## config.mk

```make
export PLATFORM = sky130hd
export DESIGN_NAME = asram_ctrl
export DESIGN_NICKNAME = d
export VERILOG_FILES = /design/src/rtl/asram_pkg.sv /design/src/rtl/asram_ctrl_fsm.sv /design/src/rtl/asram_ctrl_dp.sv /design/src/rtl/asram_ctrl.sv
export SDC_FILE = /design/constraint.sdc
export NUM_CORES = 1
export LEC_CHECK = 0
export CAP_MARGIN = 20
export CORE_MARGIN = 3
export CORE_UTILIZATION = 40
export DETAILED_ROUTE_END_ITERATION = 8
export DONT_BUFFER_PORTS = 1
export PLACE_DENSITY = 0.52
export SLEW_MARGIN = 20
export SYNTH_ARGS = -nofsm -noshare
export SYNTH_HDL_FRONTEND = slang
export SYNTH_HIERARCHICAL = 1
export SYNTH_SLANG_ARGS = --single-unit
export TNS_END_PERCENT = 30
```

## constraint.sdc

```tcl
create_clock -name clk -period 4.5 [get_ports clk]
set_clock_uncertainty 0.05 [all_clocks]
set_input_delay 0.675 -clock clk [delete_from_list [all_inputs] [get_ports clk]]
set_output_delay 0.675 -clock clk [all_outputs]
set_load 0.01 [all_outputs]
```

## src/rtl/asram_pkg.sv

```systemverilog
package asram_pkg;

  // Strobe bundle from control to datapath; pin levels are for the coming cycle.
  typedef struct packed {
    logic csN;
    logic weN;
    logic oeN;
    logic drive;
    logic load;
    logic capture;
  } strobe_t;

  // Nanoseconds to whole clock cycles, rounded up, never below one.
  function automatic int unsigned nsToCyc(input int unsigned ns, input int unsigned clkNs);
    int unsigned c;
    c = (ns + clkNs - 1) / clkNs;
    return (c == 0) ? 1 : c;
  endfunction

  function automatic int unsigned maxU(input int unsigned a, input int unsigned b);
    return (a > b) ? a : b;
  endfunction

endpackage

```

## src/rtl/asram_ctrl_fsm.sv

```systemverilog
module asram_ctrl_fsm
  import asram_pkg::*;
#(
  parameter int unsigned ACC_CYC = 1,
  parameter int unsigned OFF_CYC = 1,
  parameter int unsigned WP_CYC  = 1,
  parameter int unsigned CNT_W   = 2
) (
  input  logic    clk,
  input  logic    rstN,
  input  logic    reqValid,
  input  logic    reqWrite,
  output logic    reqReady,
  output strobe_t strobes
);

  typedef enum logic [2:0] {
    ST_IDLE, ST_RACC, ST_WOFF, ST_WPULSE, ST_WHOLD
  } state_t;

  localparam logic [CNT_W-1:0] ACC_LAST = CNT_W'(ACC_CYC - 1);
  localparam logic [CNT_W-1:0] OFF_LAST = CNT_W'(OFF_CYC - 1);
  localparam logic [CNT_W-1:0] WP_LAST  = CNT_W'(WP_CYC - 1);

  state_t state, stateD;
  logic [CNT_W-1:0] cnt, cntD;
  logic accept, cntDone;

  assign reqReady = (state == ST_IDLE);
  assign accept   = reqReady && reqValid;
  assign cntDone  = (cnt == '0);

  always_comb begin
    stateD = state;
    cntD   = cnt;
    case (state)
      ST_IDLE: if (accept) begin
        stateD = reqWrite ? ST_WOFF : ST_RACC;
        cntD   = reqWrite ? OFF_LAST : ACC_LAST;
      end
      ST_RACC: begin
        if (cntDone) stateD = ST_IDLE;
        else cntD = cnt - 1'b1;
      end
      ST_WOFF: begin
        if (cntDone) begin
          stateD = ST_WPULSE;
          cntD   = WP_LAST;
        end else cntD = cnt - 1'b1;
      end
      ST_WPULSE: begin
        if (cntDone) stateD = ST_WHOLD;
        else cntD = cnt - 1'b1;
      end
      ST_WHOLD: stateD = ST_IDLE;
      default:  stateD = ST_IDLE;
    endcase
  end

  always_ff @(posedge clk) begin
    if (!rstN) begin
      state <= ST_IDLE;
      cnt   <= '0;
    end else begin
      state <= stateD;
      cnt   <= cntD;
    end
  end

  // Pin levels follow the state being entered, so the pins and the state change on the same edge.
  always_comb begin
    strobes.csN     = (stateD == ST_IDLE);
    strobes.oeN     = (stateD != ST_RACC);
    strobes.weN     = (stateD != ST_WPULSE);
    strobes.drive   = (stateD == ST_WPULSE) || (stateD == ST_WHOLD);
    strobes.load    = accept;
    strobes.capture = (state == ST_RACC) && cntDone;
  end


  property readyOnlyIdleProp;
    @(posedge clk) disable iff (!rstN) $past(accept) |-> !reqReady;
  endproperty
  ready_idle_chk: assert property (readyOnlyIdleProp);

endmodule

```

## src/rtl/asram_ctrl_dp.sv

```systemverilog
module asram_ctrl_dp
  import asram_pkg::*;
#(
  parameter int unsigned ADDR_W = 15,
  parameter int unsigned DATA_W = 8,
  parameter int unsigned WP_CYC = 1,
  parameter int unsigned CNT_W  = 2
) (
  input  logic              clk,
  input  logic              rstN,
  input  strobe_t           strobes,
  input  logic [ADDR_W-1:0] reqAddr,
  input  logic [DATA_W-1:0] reqWdata,
  output logic [DATA_W-1:0] rdData,
  output logic [ADDR_W-1:0] sramAddr,
  output logic              sramCsN,
  output logic              sramWeN,
  output logic              sramOeN,
  output logic [DATA_W-1:0] sramDqOut,
  output logic              sramDqOe,
  input  logic [DATA_W-1:0] sramDqIn
);

  always_ff @(posedge clk) begin
    if (!rstN) begin
      sramCsN  <= 1'b1;
      sramWeN  <= 1'b1;
      sramOeN  <= 1'b1;
      sramDqOe <= 1'b0;
    end else begin
      sramCsN  <= strobes.csN;
      sramWeN  <= strobes.weN;
      sramOeN  <= strobes.oeN;
      sramDqOe <= strobes.drive;
    end
  end

  always_ff @(posedge clk) begin
    if (!rstN) begin
      sramAddr  <= '0;
      sramDqOut <= '0;
      rdData    <= '0;
    end else begin
      if (strobes.load) begin
        sramAddr  <= reqAddr;
        sramDqOut <= reqWdata;
      end
      if (strobes.capture) rdData <= sramDqIn;
    end
  end

  // Checker: length of each write-enable low pulse.
  logic [CNT_W-1:0] weLowRun;
  always_ff @(posedge clk) begin
    if (!rstN) weLowRun <= '0;
    else if (!sramWeN) weLowRun <= weLowRun + 1'b1;
    else weLowRun <= '0;
  end


  property wePulseProp;
    @(posedge clk) disable iff (!rstN) $rose(sramWeN) |-> (weLowRun == CNT_W'(WP_CYC));
  endproperty
  we_pulse_chk: assert property (wePulseProp);


  property noContentionProp;
    @(posedge clk) disable iff (!rstN) sramDqOe |-> sramOeN;
  endproperty
  no_contention_chk: assert property (noContentionProp);


  property holdAfterWeProp;
    @(posedge clk) disable iff (!rstN)
      ($past(!sramWeN) && !$past(!rstN)) |-> ($stable(sramAddr) && $stable(sramDqOut));
  endproperty
  hold_after_we_chk: assert property (holdAfterWeProp);


  property weNeedsCsProp;
    @(posedge clk) disable iff (!rstN) !sramWeN |-> !sramCsN;
  endproperty
  we_needs_cs_chk: assert property (weNeedsCsProp);


  property oeReadOnlyProp;
    @(posedge clk) disable iff (!rstN) !sramOeN |-> (!sramCsN && sramWeN);
  endproperty
  oe_read_only_chk: assert property (oeReadOnlyProp);

endmodule

```

## src/rtl/asram_ctrl.sv

```systemverilog
module asram_ctrl
  import asram_pkg::*;
#(
  parameter int unsigned ADDR_W   = 15,
  parameter int unsigned DATA_W   = 8,
  parameter int unsigned CLK_NS   = 20,
  parameter int unsigned T_ACC_NS = 12,
  parameter int unsigned T_OFF_NS = 6,
  parameter int unsigned T_WP_NS  = 9,
  parameter int unsigned T_DSU_NS = 7
) (
  input  logic              clk,
  input  logic              rstN,
  input  logic              reqValid,
  input  logic              reqWrite,
  input  logic [ADDR_W-1:0] reqAddr,
  input  logic [DATA_W-1:0] reqWdata,
  output logic              reqReady,
  output logic [DATA_W-1:0] rdData,
  output logic [ADDR_W-1:0] sramAddr,
  output logic              sramCsN,
  output logic              sramWeN,
  output logic              sramOeN,
  output logic [DATA_W-1:0] sramDqOut,
  output logic              sramDqOe,
  input  logic [DATA_W-1:0] sramDqIn
);

  localparam int unsigned ACC_CYC = nsToCyc(T_ACC_NS, CLK_NS);
  localparam int unsigned OFF_CYC = nsToCyc(T_OFF_NS, CLK_NS);
  localparam int unsigned WP_CYC  = nsToCyc(maxU(T_WP_NS, T_DSU_NS), CLK_NS);
  localparam int unsigned MAX_CYC = maxU(maxU(ACC_CYC, OFF_CYC), WP_CYC);
  localparam int unsigned CNT_W   = $clog2(MAX_CYC + 2);

  strobe_t strobes;

  asram_ctrl_fsm #(
    .ACC_CYC(ACC_CYC), .OFF_CYC(OFF_CYC), .WP_CYC(WP_CYC), .CNT_W(CNT_W)
  ) fsm_i (
    .clk(clk), .rstN(rstN), .reqValid(reqValid), .reqWrite(reqWrite),
    .reqReady(reqReady), .strobes(strobes)
  );

  asram_ctrl_dp #(
    .ADDR_W(ADDR_W), .DATA_W(DATA_W), .WP_CYC(WP_CYC), .CNT_W(CNT_W)
  ) dp_i (
    .clk(clk), .rstN(rstN), .strobes(strobes), .reqAddr(reqAddr),
    .reqWdata(reqWdata), .rdData(rdData), .sramAddr(sramAddr),
    .sramCsN(sramCsN), .sramWeN(sramWeN), .sramOeN(sramOeN),
    .sramDqOut(sramDqOut), .sramDqOe(sramDqOe), .sramDqIn(sramDqIn)
  );


  property readyDeselectProp;
    @(posedge clk) disable iff (!rstN) reqReady |-> sramCsN;
  endproperty
  ready_deselect_chk: assert property (readyDeselectProp);

endmodule

```

==> qor.csv <==
stage;metric;value;unit
global_routing;vias in the first global route;1017;
worst_setup_path;crit path from;fsm_i/state[1]$_SDFF_PN0_;
final_layout;layout cells sized above 1;7.01;%
logic_synthesis;Yosys top cell by area;dfxtp_1;
worst_setup_path;crit path max fanout;14;
floorplan;site row count;22;
worst_setup_path;Max stage delay on crit path;440;ps
placement;I/O Buffers;0;
timing;final setup TNS;0;ps
power_and_ir_drop;VDD IR max;0.172;mV
detailed_routing;via count;1043;
clock_tree;TritonCTS clock tree;built;
logic_synthesis;top cells by count, synth;40 x dfxtp_1, 32 x nor2b_1, 31 x mux2i_1;
detailed_routing;DRC;0;
worst_setup_path;critical path required time;3770;ps
power_and_ir_drop;Seq pwr share;52.8;%
logic_synthesis;Mapped Area;0.00169;mm^2
final_layout;area grow syn2layout;5.26;%
clock_tree;# hold bufs at CTS;0;
power_and_ir_drop;Tot Pwr;0.785;mW
global_routing;global-route wire length before repair;4860;um
clock_tree;CTS resizes;0;
power_and_ir_drop;Int Power;0.595;mW
timing;Worst-Margin Slew;432;ps
global_routing;largest net degree at the start of global routing;39;
logic_synthesis;YS warnings;6;
logic_synthesis;post-synth top area share;47.4;%
detailed_routing;post-route ant nets;0;
power_and_ir_drop;Logic pwr share;11.8;%
global_routing;initial antenna violation count;0;
worst_setup_path;crit path cell chain;nor3_1;
clock_tree;clock buffer depth;2;
clock_tree;Root Driver;clkbuf_8;
worst_setup_path;Reg-to-Reg Start;fsm_i/cnt[0]$_SDFFE_PN0P_;
logic_synthesis;post-synthesis cell count;158;
power_and_ir_drop;Lkg Pwr;0.694;nW
worst_setup_path;CP Capture Type;primary output;
timing;Max-slew headroom;71.2;%
logic_synthesis;predominant post-synthesis flop cell;dfxtp_1;
timing;period utilization;41.1;%
detailed_routing;DRT Wirelength;2970;um
clock_tree;Post-CTS Setup Repair Bufs;0;
timing;RSZ-0062 raised after global routing;no;
logic_synthesis;register area share after synthesis;47.4;%
logic_synthesis;post-synthesis async set-or-reset flop share;0;%
global_routing;GRT Overall Usage;12.3;%
detailed_routing;Detailed Routing Iterations Pass 1;4;
run;Max-Cap Viols;0;
worst_hold_path;worst hold start;rstN;
detailed_routing;drt wl/cell;14.5;um
timing;count of pins over their slew limit;0;
worst_hold_path;Hold WC Path Type;in -> reg;
power_and_ir_drop;NetSw;0.189;mW
power_and_ir_drop;Net Sw Frac;24.1;%
logic_synthesis;number of synthesized flops with an enable pin;0;
final_layout;filler instances;381;
floorplan;die height;71.0;um
final_layout;ant diodes;0;
clock_tree;TritonCTS Sinks;40;
logic_synthesis;syn_area_per_cell;10.7;um^2
logic_synthesis;Synth area leaders;dfxtp_1 47%, mux2i_1 18%, nor2b_1 12%;
detailed_routing;drt via density;5.09;
floorplan;Initial Util;43.8;%
worst_setup_path;CP Buf/Inv Count;0;
worst_setup_path;delay-heaviest family, CP;flip-flops;
timing;crit path time final;1850;ps
detailed_routing;routed length on met1;1170;um
timing;final hold violations;0;
detailed_routing;top sig layer;met4;
floorplan;Placeable Area;0.00385;mm^2
clock_tree;H-tree levels;2;
detailed_routing;met3 wirelength from detailed routing;303;um
detailed_routing;Initial DRC Count;41;
logic_synthesis;Synth Register Bits;40;
worst_setup_path;crit path launch type;flop;
worst_setup_path;arrival time worst endpoint;1120;ps
floorplan;io pins;71;
detailed_routing;met2 WL post-DR;1470;um
floorplan;die width;71.0;um
logic_synthesis;Cell variety after synth;31;
power_and_ir_drop;clock share of power;35.5;%
placement;GP Congestion;0.776;
final_layout;Final #Nets;194;
timing;fmax;541;MHz
clock_tree;Clock Latency Late Sink;280;ps
floorplan;Die ar.;0.00504;mm^2
global_routing;global route total overflow;0;
logic_synthesis;top-count cell post-synth;dfxtp_1;
clock_tree;CTS Buf Count;5;
worst_setup_path;Crit Path Category;reg -> out;
placement;post-DP HPWL;2100;um
worst_setup_path;slowest CP cell;dfxtp_1;
logic_synthesis;syn_nets;196;
outcome;status;finished, final reports clean;
clock_tree;CTS clock-pin slew for the worst setup and hold paths;70;ps
timing;Setup violations, final;0;
power_and_ir_drop;PwrDens;441;mW/mm^2
flip-flops by register name, indices dropped and copies added (netlist names):
name,count
dp_i/sramAddr,15
dp_i/rdData,8
dp_i/sramDqOut,8
fsm_i/state,3
fsm_i/cnt,2
dp_i/sramCsN,1
dp_i/sramDqOe,1
dp_i/sramOeN,1
dp_i/sramWeN,1
metal layers:
| layer | up-vias | GRT usage [%] |
|---|---|---|
| li1 | 519 | - |
| met1 | 468 | 13.9 |
| met2 | 54 | 19.9 |
| met3 | 2 | 5.26 |
| met4 | 0 | 5.64 |
| met5 | - | 0 |
placed cells by master, fill, tap and decap left out, types with 2 or more instances in the layout:
master and instances:
buf_4 2, nand2b_1 3, or3b_1 2, nor2b_1 32, mux2i_1 31, nand3_1 2
dfxtp_1 40, nor3_1 2, a21oi_1 6, inv_1 4, nor2_1 4, clkbuf_8 5
nand2_1 3, ha_1 3
power groups by stage:
stage          Combinational (mW)  Sequential [mW]  Clock (mW)
2_1_floorplan               0.103            0.413           0
3_3_place_gp               0.0906            0.423           0
3_5_place_dp               0.0939            0.423           0
4_1_cts                    0.0939            0.415       0.294
5_1_grt                     0.105            0.418       0.309
6_report                   0.0923            0.414       0.278
area by class of cell:
cell class / instances / area (um^2) / share of cell area (%)
sequential: 40 / 801 / 45.0
timing repair buffer: 2 / 15.0 / 0.844
clock buffer: 6 / 72.6 / 4.08
inverter: 4 / 15.0 / 0.844
tap: 48 / 60.1 / 3.38
clock inverter: 2 / 35.0 / 1.97
multi-input combinational: 103 / 779 / 43.8
worst reg2reg max path, stage by stage, from the launching register on:
cell and delay (ps):
dfxtp_1 330, inv_1 100, ha_1 310, nand2_1 120, nor3_1 160, buf_4 220, mux2i_1 200, nor2b_1 60
cell families (layout without fill, tap and decap cells):
logic type | after synthesis | count (layout) | synth area share (%)
compound gates | 14 | 14 | 5.56
xor+xnor | 1 | 1 | 0.519
fa+ha+maj | 3 | 3 | 2.22
buf+inv | 15 | 14 | 6.74
flops | 40 | 40 | 47.4
mux | 31 | 31 | 18.4
simple gates | 54 | 54 | 19.2
per-stage QoR:
| step | instances | hold slack (ps) | setup slack, ps | util [%] | cell area [um^2] |
|---|---|---|---|---|---|
| floorplan | 158 | 467 | 2890 | - | 1690 |
| global placement | 197 | 482 | 2810 | 43.3 | 1670 |
| detailed placement | 197 | 492 | 2760 | 43.3 | 1670 |
| CTS | 205 | 398 | 2630 | 46.1 | 1780 |
| global route | 205 | 393 | 2570 | 46.1 | 1780 |
| finish | 205 | 416 | 2650 | 46.1 | 1780 |
path summary, 6_finish.rpt:
| kind | endpoint | slack, ps | depth (start not counted) |
|---|---|---|---|
| worst max-delay path | reqReady | 2650 | 1 |
| worst min register to register | fsm_i/cnt[1]$_SDFFE_PN0P_ | 490 | 2 |
| worst max register to register | dp_i/rdData[0]$_SDFFE_PN0P_ | 2840 | 7 |
| worst min-delay path | dp_i/sramWeN$_SDFF_PN1_ | 420 | 1 |
Power figures use the tool's default switching activity.
